==> src/rtl/pc_sequencer.sv <==
module pc_sequencer #(
  parameter int PC_W    = 13,
  parameter int IMM_W   = 11,
  parameter int DEPTH   = 8,
  parameter int LATCH_W = 8
) (
  input  logic               clk,
  input  logic               rst,
  input  logic [1:0]         op,
  input  logic [IMM_W-1:0]   imm,
  input  logic [LATCH_W-1:0] page_latch,
  input  logic               skip_bit,
  output logic [PC_W-1:0]    fetch_addr,
  output logic               flush
);
  localparam int SP_W   = $clog2(DEPTH);
  localparam int HI_W   = PC_W - IMM_W;
  localparam int PAGE_LO = IMM_W - 8;

  localparam logic [1:0] OP_SEQ  = 2'b00;
  localparam logic [1:0] OP_SKIP = 2'b01;
  localparam logic [1:0] OP_CALL = 2'b10;
  localparam logic [1:0] OP_RET  = 2'b11;

  logic [PC_W-1:0] pc;
  logic            nop_q;
  logic [SP_W-1:0] sp;
  logic [PC_W-1:0] stk [DEPTH];

  wire [SP_W-1:0] sp_dn    = sp - 1'b1;
  wire [PC_W-1:0] call_tgt = {page_latch[PAGE_LO +: HI_W], imm};
  wire [PC_W-1:0] pc_inc   = pc + 1'b1;
  wire            live     = !nop_q;

  assign fetch_addr = pc;
  assign flush      = nop_q;

  always_ff @(posedge clk) begin
    if (rst) begin
      pc    <= '0;
      nop_q <= 1'b0;
      sp    <= '0;
      for (int i = 0; i < DEPTH; i++) stk[i] <= '0;
    end else begin
      pc    <= pc_inc;
      nop_q <= 1'b0;
      if (live) begin
        case (op)
          OP_SKIP: nop_q <= skip_bit;
          OP_CALL: begin
            stk[sp] <= pc;
            sp      <= sp + 1'b1;
            pc      <= call_tgt;
            nop_q   <= 1'b1;
          end
          OP_RET: begin
            sp    <= sp_dn;
            pc    <= stk[sp_dn];
            nop_q <= 1'b1;
          end
          default: ;
        endcase
      end
    end
  end


  reset_state_chk: assert property (@(posedge clk) rst |=> (fetch_addr == '0 && !flush));


  seq_step_chk: assert property (@(posedge clk) disable iff (rst)
    (!flush && op == OP_SEQ) |=> (fetch_addr == $past(fetch_addr) + 1'b1 && !flush));


  skip_clear_chk: assert property (@(posedge clk) disable iff (rst)
    (!flush && op == OP_SKIP && !skip_bit) |=> !flush);


  skip_taken_chk: assert property (@(posedge clk) disable iff (rst)
    (!flush && op == OP_SKIP && skip_bit) |=> (flush && fetch_addr == $past(fetch_addr) + 1'b1));


  flush_ignore_chk: assert property (@(posedge clk) disable iff (rst)
    flush |=> (!flush && fetch_addr == $past(fetch_addr) + 1'b1));


  call_target_chk: assert property (@(posedge clk) disable iff (rst)
    (!flush && op == OP_CALL) |=>
      (flush && fetch_addr[IMM_W-1:0] == $past(imm)
             && fetch_addr[PC_W-1:IMM_W] == $past(page_latch[PAGE_LO +: HI_W])));


  ret_flush_chk: assert property (@(posedge clk) disable iff (rst)
    (!flush && op == OP_RET) |=> flush);
endmodule

==> config.mk <==
export PLATFORM = sky130hd
export DESIGN_NAME = pc_sequencer
export DESIGN_NICKNAME = d
export VERILOG_FILES = /design/src/rtl/pc_sequencer.sv
export SDC_FILE = /design/constraint.sdc
export NUM_CORES = 1
export LEC_CHECK = 0
export BUFFER_PORTS_ARGS = -buffer_cell sky130_fd_sc_hd__buf_4
export CAP_MARGIN = 15
export CORE_MARGIN = 5
export CORE_UTILIZATION = 40
export CTS_CLUSTER_DIAMETER = 80
export CTS_CLUSTER_SIZE = 30
export DETAILED_ROUTE_END_ITERATION = 6
export GPL_TIMING_DRIVEN = 0
export SYNTH_ARGS = -nofsm -noshare
export SYNTH_HDL_FRONTEND = slang
export SYNTH_SLANG_ARGS = --single-unit
==> constraint.sdc <==
create_clock -name clk -period 5.55 [get_ports clk]
set_input_delay 1.11 -clock clk [delete_from_list [all_inputs] [get_ports clk]]
set_output_delay 1.11 -clock clk [all_outputs]
set_load 0.05 [all_outputs]
# --- Word-level counts from Yosys, hierarchy flattened ---
# Memories as Yosys holds them, arrays and structs flattened.
# Cells that the tools add are included.
classes:
  eq_ne: 3
  n_addsub: 3
  reduce_logical: 5
  bitwise_logic: 1
  n_mux: 13
op_table:
  columns: ["op", "count"]
  rows:
  - ["13-bit 2-to-1 mux", 2]
  - ["13-bit one-hot mux with 2 select lines", 1]
  - ["13-bit by 1-bit adder with 13-bit output (second input constant)", 1]
  - ["13-bit OR reduction", 1]
  - ["1-bit 2-to-1 mux", 7]
  - ["3-bit one-hot mux with 2 select lines", 1]
  - ["2-bit == test (second input constant)", 2]
  - ["2-bit OR reduction", 2]
  - ["3-bit by 1-bit adder with 3-bit output (second input constant)", 1]
  - ["3-bit 2-to-1 mux", 1]
  - ["3-bit by 1-bit subtractor with 3-bit output (second input constant)", 1]
  - ["2-bit by 1-bit == test with 1-bit output (second input constant)", 1]
  - ["1-bit one-hot mux with 2 select lines", 1]
  - ["2-bit AND reduction", 1]
  - ["2-bit nonzero test", 1]
  - ["1-bit NOT", 1]
totals:
  ramBits: 104
  wordCells: 29
  mem_count: 1
  input_bits: 24
  output_inout_bits: 14
  register_bits: 17
memory_table:
  columns: ["memory", "words", "word_bits", "read_ports", "rd_ports_with_merged_regs", "write_ports", "line_no", "text"]
  rows:
  - ["stk", 8, 13, 1, 0, 8, "28", "logic [PC_W-1:0] stk [DEPTH];"]

# --- Logic depth before layout (Yosys ltp) ---
# Gate-level depths: netlist of the first run.
depth:
  ltp_word: 7
  mapped_depth: 8
  ltp_nobuf: 6

# --- Worst setup path after synthesis of the first run ---
# OpenSTA, ideal clock, no wires.
synth_timing:
  path_kind: "input-to-reg"
  start: "input port op[0]"
  end: "memory stk[6][0] (enable)"
  setup_time_ns: 0.324
  arrival_ns: 2.242
  stages: 6
  path_slack_ns: 2.984
  required_time_ns: 5.226
  n_path_buf: 2
  cell_sequence: "buf_6 > nor4b_4 > nand2_2 > buf_6 > nor2_4 > or2_2"
synth_rtl:
  columns: ["item", "line_no", "text"]
  rows:
  - ["start: declaration", "9", "input logic [1:0] op,"]
  - ["end: declaration", "28", null]

# --- Worst setup path in the final report of the first run ---
layout_timing:
  start: "register sp[0]"
  end: "register pc[10] (netlist: fetch_addr[10])"
layout_between:
  elab_chain_cells: 4
layout_rtl:
  columns: ["item", "line_no", "text"]
  rows:
  - ["start: declaration", "27", "logic [SP_W-1:0] sp;"]
  - ["start signal: assignment", "52", "sp <= sp + 1'b1;"]
  - ["start signal: assignment", "57", "sp <= sp_dn;"]
  - ["3-bit by 1-bit subtractor with 3-bit output", "30", "wire [SP_W-1:0] sp_dn = sp - 1'b1;"]
  - ["memory read 8 x 13 bit", null, null]
  - ["13-bit one-hot mux with 2 select lines", "48", "case (op)"]
  - ["13-bit 2-to-1 mux", "47", "if (live) begin"]
  - ["end signal: assignment", "45", "pc <= pc_inc;"]
  - ["end signal: assignment", "53", "pc <= call_tgt;"]
  - ["end signal: assignment", "58", "pc <= stk[sp_dn];"]
  - ["end: declaration", "25", "logic [PC_W-1:0] pc;"]
# Every way passes these cells.
# A chain may end at the register's enable or synchronous reset.

==> results.sh, run 1 <==
export IMPL_outcome="finished, final reports clean"
export IMPL_wl_per_cell_um=22.0
export IMPL_p_int_uw=1790
export IMPL_cts_root_buf="clkbuf_16"
export IMPL_synthTopCellsByCount="edfxtp_1 (104), and2_1 (89), mux4_2 (26), dfxtp_1 (17), nand2_1 (17)"
export IMPL_setup_slack_ns=2.61
export IMPL_peakVddDrop_mv=0.319
export IMPL_drc=0
export IMPL_clk_path_buf_depth=2
export IMPL_insertedDiodeCount=0
export IMPL_final_cell_area_sq_um=6730
export IMPL_grtUsageTotal=0.185
export IMPL_synth_cell_types=49
export IMPL_seqPwrFrac=0.445
export IMPL_tns_ns=0
export IMPL_dr_pass1_iters=7
export IMPL_fin_cells=651
export IMPL_ys_warn_count=0
export IMPL_cts_htree_levels=4
export IMPL_hold_class="register to register"
export IMPL_ys_ff_latch=121
export IMPL_ff2ff_setup_slack_ns=2.61
export IMPL_initial_utilization=0.410
export IMPL_period_share=0.529
export IMPL_antenna_left=0
export IMPL_swShare=0.248
export IMPL_combPwrFrac=0.122
export IMPL_synthToLayoutAreaGrowth_pct=17.4
export IMPL_io_pin_count=38
export IMPL_synth_most_common_cell="edfxtp_1"
export IMPL_num_rows=43
export IMPL_cts_tree="yes"
export IMPL_finalClockSkew_ns=0.00850
export IMPL_grt_max_degree=17
export IMPL_clockPowerShare=0.433
export IMPL_place_ws_ns=2.58
export IMPL_placed_cells=620
export IMPL_die_area_sq_um=16800
export IMPL_yosysSeqAreaShare=0.604
export IMPL_syn_instance_count=410
export IMPL_cp_cell_sequence="buf_6 > inv_1 > ha_1 > buf_2 > clkbuf_1 > mux4_2 > a32oi_1 > o211ai_1"
export IMPL_fin_util=0.481
export IMPL_antenna_found_initial=0
export IMPL_power_leakage_uw=0.00239
export IMPL_synth_area_top_cells="edfxtp_1 (54%), mux4_2 (10%), and2_1 (9.7%)"
export IMPL_ctsHoldBuffers=0
export IMPL_crit_type="register to register"
export IMPL_fin_nets=486
export IMPL_path_clk_slew_ns=0.05
export IMPL_postCtsSetupRepairBufs=0
export IMPL_finalHoldViolations=0
export IMPL_cts_made_buffers=17
export IMPL_period_needed_ns=2.94
export IMPL_grt_pass1_vias=3666
export IMPL_clock_sinks=121
export IMPL_p_sw_uw=589
export IMPL_die_x_um=130
export IMPL_synth_edf_count=104
export IMPL_drive_gt1_frac=0.257
export IMPL_grt_first_pass_wirelength_um=22100
export IMPL_finalSetupViolCount=0
export IMPL_worst_pin_slew_ns=0.755
export IMPL_clk_latency_ns=0.42
export IMPL_critical_path_top_delay_family="buffers and inverters"
export IMPL_post_dp_cell_area_sq_um=6190
export IMPL_cp_required_ns=5.81
export IMPL_maxSlewViolCount=0
export IMPL_post_cts_resized=0
export IMPL_die_h_um=130
export IMPL_avgSynthCellArea_sq_um=14.0
export IMPL_place_congestion=0.906
export IMPL_yosys_area_top_type="edfxtp_1"
export IMPL_start_kind="register"
export IMPL_powerDensity_nw_per_um2=353
export IMPL_max_stage_delay_ns=0.62
export IMPL_worst_path_buf_inv=4
export IMPL_cp_arrival_ns=3.20
export IMPL_syn_area_sq_um=5740
export IMPL_ys_async_sr_fraction=0
export IMPL_grt_overflow_total=0
export IMPL_fmax_mhz=340
export IMPL_vias_per_cell=5.52
export IMPL_end_kind="register"
export IMPL_syn_nets=437
export IMPL_drt_total_wl_um=14300
export IMPL_drt_initial_drc_count=387
export IMPL_synthDominantCellAreaShare=0.544
export IMPL_core_sq_um=14000
export IMPL_dp_hpwl_um=9730
export IMPL_portBuffers=30
export IMPL_vias=3594
export IMPL_cp_slowest_cell="clkbuf_1"
export IMPL_ys_flop_type="edfxtp_1"
export IMPL_crit_fanout=10
export IMPL_maxCapViolations=0
export IMPL_relSlewSlack=0.497
export IMPL_rsz0062_at_grt="no"
==> power groups by stage <==
stage	registers [uW]	clock network, uW	logic (uW)
after detailed placement	1070	0	293
after global placement	1070	0	291
final	1060	1030	291
after CTS	1060	1040	294
after global routing	1060	1080	311
after floorplan	1100	0	162
==> placed cells by master, fill, tap and decap left out, types with 3 or more instances in the layout <==
cell type     n
o221ai_1      5
nor2_4        4
buf_6         8
inv_1         4
nor4_1        5
nand3_1       6
o21ai_0       3
clkbuf_16    17
nor3_1       16
clkinvlp_4    3
buf_2         7
edfxtp_1    104
xor2_1        3
nor3_2        3
buf_4        34
clkinv_2      3
mux4_2       26
dfxtp_1      17
o211ai_1      3
a22oi_1      10
a21oi_1       5
nor2_1       10
xnor2_1       7
nand2b_1      3
ha_1          3
nand2_1      17
or2_2         8
clkbuf_1     15
clkinv_1      3
and2_1       89
==> through the flow <==
step | hold WS [ns] | power [uW]
global placement | 0.609 | 1360
floorplan | 0.631 | 1260
finish | 0.639 | 2380
CTS | 0.658 | 2390
global route | 0.693 | 2460
detailed placement | 0.650 | 1370
==> worst paths after layout <==
check | from | end | cells past startpoint
setup / recovery | sp[0] | fetch_addr[10] | 8
hold / removal | fetch_addr[11] | fetch_addr[11] | 2
setup reg to reg | sp[0] | fetch_addr[10] | 8
hold reg to reg | fetch_addr[11] | fetch_addr[11] | 2
==> per-layer routing <==
layer	global-route usage	share of wire	vias up
li1	-	-	1626
met5	0	0	-
met1	0.253	0.44	1809
met4	0.0556	0.014	0
met3	0.0647	0.069	20
met2	0.279	0.48	139
==> registers in the layout, summed over array words and instances (netlist names) <==
signal	cells
fetch_addr	13
flush	1
sp	3
stk	104
==> cells by family (layout without fill, tap and decap cells) <==
| kind of cell | Yosys count | in the layout | synth area share |
|---|---|---|---|
| simple gates | 172 | 172 | 0.180 |
| flops | 121 | 121 | 0.604 |
| xor+xnor | 11 | 11 | 0.0181 |
| mux | 27 | 27 | 0.104 |
| compound gates | 38 | 38 | 0.0484 |
| buf+inv | 38 | 99 | 0.0399 |
| fa+ha+maj | 3 | 3 | 0.00654 |
==> layout make-up <==
cell class	instances	area (sq um)
Multi-Input combinational cell	251	2050
Clock inverter	9	101
Clock buffer	22	444
Fill cell	1262	7250
Inverter	6	22.5
Sequential cell	121	3460
Buffer	32	206
Tap cell	180	225
Timing Repair Buffer	30	225
==> worst min-delay path: stages, from the launching register on <==
cell      delay [ns]
dfxtp_1         0.33
xnor2_1         0.17
o211ai_1        0.08
Note: power is estimated with default switching activity, not from simulation.
==> inputs of run 2 (changes only) <==
==> constraint.sdc (replaced) <==
create_clock -name clk -period 2.6 [get_ports clk]
set_input_delay 0.52 -clock clk [delete_from_list [all_inputs] [get_ports clk]]
set_output_delay 0.52 -clock clk [all_outputs]
set_load 0.05 [all_outputs]
==> run 2 against run 1 <==
Against the previous run:
- non-clock buffer count is the same
- largest cell class unchanged
- sequential share of layout area shrank 0.067 points
- clock skew is essentially flat
- critical path type unchanged
- maximum frequency grew 21%
- via count grew 0.25%
- sequential cell count is the same
- clock power grew 110%
- largest power group unchanged
==> results.sh, run 2 (same netlist as run 1, synthesis figures left out) <==
export IMPL_clk_path_buf_depth=2
export IMPL_finalClockSkew_ns=0.00834
export IMPL_core_sq_um=14000
export IMPL_grt_overflow_total=0
export IMPL_final_common_cell="edfxtp_1"
export IMPL_cp_slowest_cell="dfxtp_1"
export IMPL_grt_pass1_vias=3665
export IMPL_grt_max_degree=17
export IMPL_maxCapViolations=0
export IMPL_finalSetupViolCount=0
export IMPL_hold_worst_slack_ns=0.360
export IMPL_grt_util_met1=0.251
export IMPL_setup_slack_ns=0.163
export IMPL_hold_class="input port to register"
export IMPL_drt_initial_drc_count=349
export IMPL_portBuffers=30
export IMPL_cp_required_ns=2.86
export IMPL_place_congestion=0.906
export IMPL_crit_type="register to register"
export IMPL_vias_per_cell=5.53
export IMPL_fin_nets=486
export IMPL_cts_htree_levels=4
export IMPL_tns_ns=0
export IMPL_top_register="stk"
export IMPL_fill_cells=1263
export IMPL_power_leakage_uw=0.00239
export IMPL_antenna_left=0
export IMPL_initial_utilization=0.410
export IMPL_final_cell_mix="edfxtp_1 (104), and2_1 (89), buf_4 (35), mux4_2 (26)"
export IMPL_wl_per_cell_um=22.0
export IMPL_busiest_layer="met2"
export IMPL_io_pin_count=38
export IMPL_vias=3603
export IMPL_cts_root_buf="clkbuf_16"
export IMPL_clk_latency_ns=0.42
export IMPL_final_cell_area_sq_um=6740
export IMPL_start_kind="register"
export IMPL_multi_input_area_sq_um=2050
export IMPL_cp_arrival_ns=2.70
export IMPL_ff2ff_setup_slack_ns=0.16
export IMPL_insertedDiodeCount=0
export IMPL_num_rows=43
export IMPL_dr_pass1_iters=7
export IMPL_clock_sinks=121
export IMPL_largest_reg_flops=104
export IMPL_die_h_um=130
export IMPL_period_needed_ns=2.44
export IMPL_cp_cell_sequence="buf_6 > inv_1 > ha_1 > clkbuf_4 > buf_4 > mux4_2 > a32oi_1 > o211ai_1"
export IMPL_post_dp_cell_area_sq_um=6190
export IMPL_cts_tree="yes"
export IMPL_outcome="finished, final reports clean"
export IMPL_drc=0
export IMPL_use_met3=0.0671
export IMPL_drt_total_wl_um=14300
export IMPL_cts_made_buffers=17
export IMPL_grt_first_pass_wirelength_um=22100
export IMPL_fmax_mhz=410
export IMPL_maxSlewViolCount=0
export IMPL_crit_fanout=10
export IMPL_layout_area_seq_sq_um=3460
export IMPL_die_x_um=130
export IMPL_place_ws_ns=-0.331
export IMPL_finalHoldViolations=0
export IMPL_dp_hpwl_um=9730
export IMPL_drive_gt1_frac=0.259
export IMPL_die_area_sq_um=16800
export IMPL_max_stage_delay_ns=0.41
export IMPL_postCtsSetupRepairBufs=0
export IMPL_peakVddDrop_mv=0.683
export IMPL_grtUsageTotal=0.185
export IMPL_path_clk_slew_ns=0.05
export IMPL_worst_path_buf_inv=4
export IMPL_critical_path_top_delay_family="buffers and inverters"
export IMPL_period_share=0.937
export IMPL_end_kind="register"
export IMPL_antenna_found_initial=0
export IMPL_synthToLayoutAreaGrowth_pct=17.5
export IMPL_relSlewSlack=0.477
export IMPL_worst_pin_slew_ns=0.781
export IMPL_met2_usage=0.279
export IMPL_powerDensity_nw_per_um2=753
run 2: cell count changes in the layout (fill, tap and decap cells not counted), sizes merged:
cell    change
buf         -1
clkbuf      +1
run 2: where the power goes:
| group | switching (uW) | internal, uW | total [uW] |
|---|---|---|---|
| Combinational | 393 | 231 | 625 |
| Clock | 808 | 1390 | 2200 |
| Sequential | 60.1 | 2200 | 2260 |
| Total | 1260 | 3820 | 5080 |
run 2: final timing paths:
path | startpoint | end | cells after the start
worst max-delay path | sp[0] | fetch_addr[10] | 8
worst min-delay path | imm[9] | fetch_addr[9] | 3
worst min register to register | fetch_addr[11] | fetch_addr[11] | 2
worst max register to register | sp[0] | fetch_addr[10] | 8
run 2: per-layer routing:
layer	routed length, um	vias to the layer above
li1	-	1625
met1	6260	1832
met2	6910	129
met3	1000	17
met4	185	0
met5	0	-
run 2: cell type report:
cell class	count	area share
Timing Repair Buffer	30	0.0334
Tap cell	180	0.0334
Multi-Input combinational cell	251	0.303
Buffer	32	0.0319
Inverter	6	0.00334
Clock inverter	9	0.0150
Clock buffer	22	0.0659
Sequential cell	121	0.514
run 2: tightest hold or removal path: cells and delay by family:
kind / cells / cell delay [ns]
compound gates: 2 / 0.13
buf+inv: 1 / 0.09
run 2: metrics by stage:
stage          utilization  total power, uW  cells
3_3_place_gp         0.442             2910    620
5_1_grt              0.482             5250    651
4_1_cts              0.482             5110    651
2_1_floorplan            -             2690    410
3_5_place_dp         0.442             2920    620
6_report             0.482             5080    651
run 2: repair_timing:
action                     in CTS  in global routing
resized for setup               2                  3
hold endpoints to repair        0                  0
setup endpoints to repair       9                  8
hold buffers                    0                  0
cloned                          0                  0
==> inputs of run 3 (changes only) <==
--- a/config.mk
+++ b/config.mk
@@ -7,7 +7,6 @@
 export LEC_CHECK = 0
 export BUFFER_PORTS_ARGS = -buffer_cell sky130_fd_sc_hd__buf_4
 export CAP_MARGIN = 15
-export CORE_MARGIN = 5
 export CORE_UTILIZATION = 40
 export CTS_CLUSTER_DIAMETER = 80
 export CTS_CLUSTER_SIZE = 30
==> run 3 against run 2 <==
Against the previous run:
- utilization rose by 0.18 points
- count of clock-buffer cells in the layout is 2 lower
- critical path type unchanged
- global-route usage is 2.5 points higher
- first-iteration DRC count shrank 20%
- highest routed layer unchanged
- sequential cell count unchanged
- hold slack got worse by 0.0079 ns
- power down 0.45%
- cell count grew 0.15%
- die area fell by 12%
==> results.sh, run 3 (same netlist as run 1, synthesis figures left out) <==
export IMPL_finalHoldViolations=0
export IMPL_worst_pin_slew_ns=0.726
export IMPL_io_pin_count=38
export IMPL_drt_initial_drc_count=279
export IMPL_setup_slack_ns=0.185
export IMPL_power_leakage_uw=0.00240
export IMPL_grtUsageTotal=0.210
export IMPL_fin_cells=652
export IMPL_hold_worst_slack_ns=0.352
export IMPL_antenna_left=0
export IMPL_relSlewSlack=0.513
export IMPL_cp_required_ns=2.88
export IMPL_drc=0
export IMPL_hold_path_cell_count=3
export IMPL_portBuffers=30
export IMPL_dp_hpwl_um=9580
export IMPL_largest_reg_flops=104
export IMPL_cts_tree="yes"
export IMPL_grt_first_pass_wirelength_um=21400
export IMPL_cts_root_buf="clkbuf_16"
export IMPL_clock_sinks=121
export IMPL_vias_per_cell=5.39
export IMPL_grt_pass1_vias=3552
export IMPL_placed_cells=620
export IMPL_fin_nets=486
export IMPL_place_congestion=0.869
export IMPL_outcome="finished, final reports clean"
export IMPL_postCtsSetupRepairBufs=0
export IMPL_period_needed_ns=2.42
export IMPL_clk_path_buf_depth=2
export IMPL_powerDensity_nw_per_um2=750
export IMPL_start_kind="register"
export IMPL_cts_made_buffers=17
export IMPL_crit_type="register to register"
export IMPL_peakVddDrop_mv=0.442
export IMPL_period_share=0.929
export IMPL_finalClockSkew_ns=0.00682
export IMPL_max_stage_delay_ns=0.40
export IMPL_num_rows=43
export IMPL_tns_ns=0
export IMPL_drt_total_wl_um=13900
export IMPL_final_cell_area_sq_um=6740
export IMPL_rsz0062_at_grt="no"
export IMPL_core_sq_um=13900
export IMPL_crit_fanout=10
export IMPL_vias=3514
export IMPL_top_register="stk"
export IMPL_wl_per_cell_um=21.4
export IMPL_path_depth=8
export IMPL_drive_gt1_frac=0.258
export IMPL_dr_pass1_iters=4
export IMPL_die_x_um=122
export IMPL_cp_slowest_cell="dfxtp_1"
export IMPL_antenna_found_initial=0
export IMPL_maxCapViolations=0
export IMPL_path_clk_slew_ns=0.05
export IMPL_end_kind="register"
export IMPL_finalSetupViolCount=0
export IMPL_fmax_mhz=414
export IMPL_final_common_cell="edfxtp_1"
export IMPL_die_h_um=122
export IMPL_final_cell_mix="edfxtp_1 (104), and2_1 (89), buf_4 (35), mux4_2 (26)"
export IMPL_cp_arrival_ns=2.69
export IMPL_reg2reg_depth=8
export IMPL_ctsHoldBuffers=0
export IMPL_clk_latency_ns=0.42
export IMPL_cp_cell_sequence="buf_6 > inv_1 > ha_1 > clkbuf_4 > mux4_2 > a32o_1 > o21ai_0 > o21ai_1"
export IMPL_die_area_sq_um=14800
export IMPL_synthToLayoutAreaGrowth_pct=17.5
export IMPL_cts_htree_levels=4
export IMPL_post_dp_cell_area_sq_um=6190
export IMPL_worst_path_buf_inv=3
export IMPL_initial_utilization=0.412
export IMPL_place_ws_ns=-0.287
export IMPL_grt_max_degree=17
export IMPL_maxSlewViolCount=0
export IMPL_critical_path_top_delay_family="compound AO/OA/AOI/OAI gates"
export IMPL_hold_class="input port to register"
export IMPL_insertedDiodeCount=0
export IMPL_grt_overflow_total=0
-- run 3: changes by cell type in the layout (fill, tap and decap cells not counted) --
| cell | change |
|---|---|
| clkbuf_1 | -2 |
| clkinv_1 | +3 |
| clkinv_2 | +2 |
| clkinvlp_4 | -2 |
-- run 3: report_power, final --
part	internal [uW]	leakage (uW)	switching [uW]
clock	1380	0.000267	797
combinational	231	0.000920	390
sequential	2200	0.00122	61.3
-- run 3: what timing repair did --
action                                  4_1_cts  5_1_grt
cloned                                        0        0
endpoints found under the setup margin        9        5
resized for setup                             2        3
-- run 3: worst min-delay path, delay by kind of cell --
family | cells | cell delay [ns]
AND/OR/NAND/NOR | 1 | 0.07
buffers and inverters | 1 | 0.09
AO/OA/AOI/OAI | 1 | 0.06
-- run 3: metal layers --
metal / vias up / GRT usage / part of all wire
li1: 1631 / - / -
met1: 1758 / 0.280 / 0.45
met2: 105 / 0.333 / 0.48
met3: 20 / 0.0478 / 0.054
met4: 0 / 0.0756 / 0.018
met5: - / 0 / 0
-- run 3: path summary, 6_finish.rpt --
kind / from / end / slack [ns]
setup / recovery: sp[0] / fetch_addr[8] / 0.18
hold / removal: skip_bit / flush / 0.35
setup reg to reg: sp[0] / fetch_addr[8] / 0.18
hold reg to reg: fetch_addr[11] / fetch_addr[11] / 0.63
-- run 3: per-stage QoR --
step                total power, uW  utilization
detailed placement             2920        0.444
global route                   5230        0.484
global placement               2910        0.444
finish                         5060        0.484
CTS                            5080        0.483
floorplan                      2690            -
-- run 3: final cells by class --
type / count / area (sq um)
inverter: 6 / 22.5
tap: 180 / 225
fill: 1201 / 7190
sequential: 121 / 3460
timing repair buffer: 30 / 225
clock buffer: 20 / 437
multi-input combinational: 251 / 2050
buffer: 32 / 215
clock inverter: 12 / 108
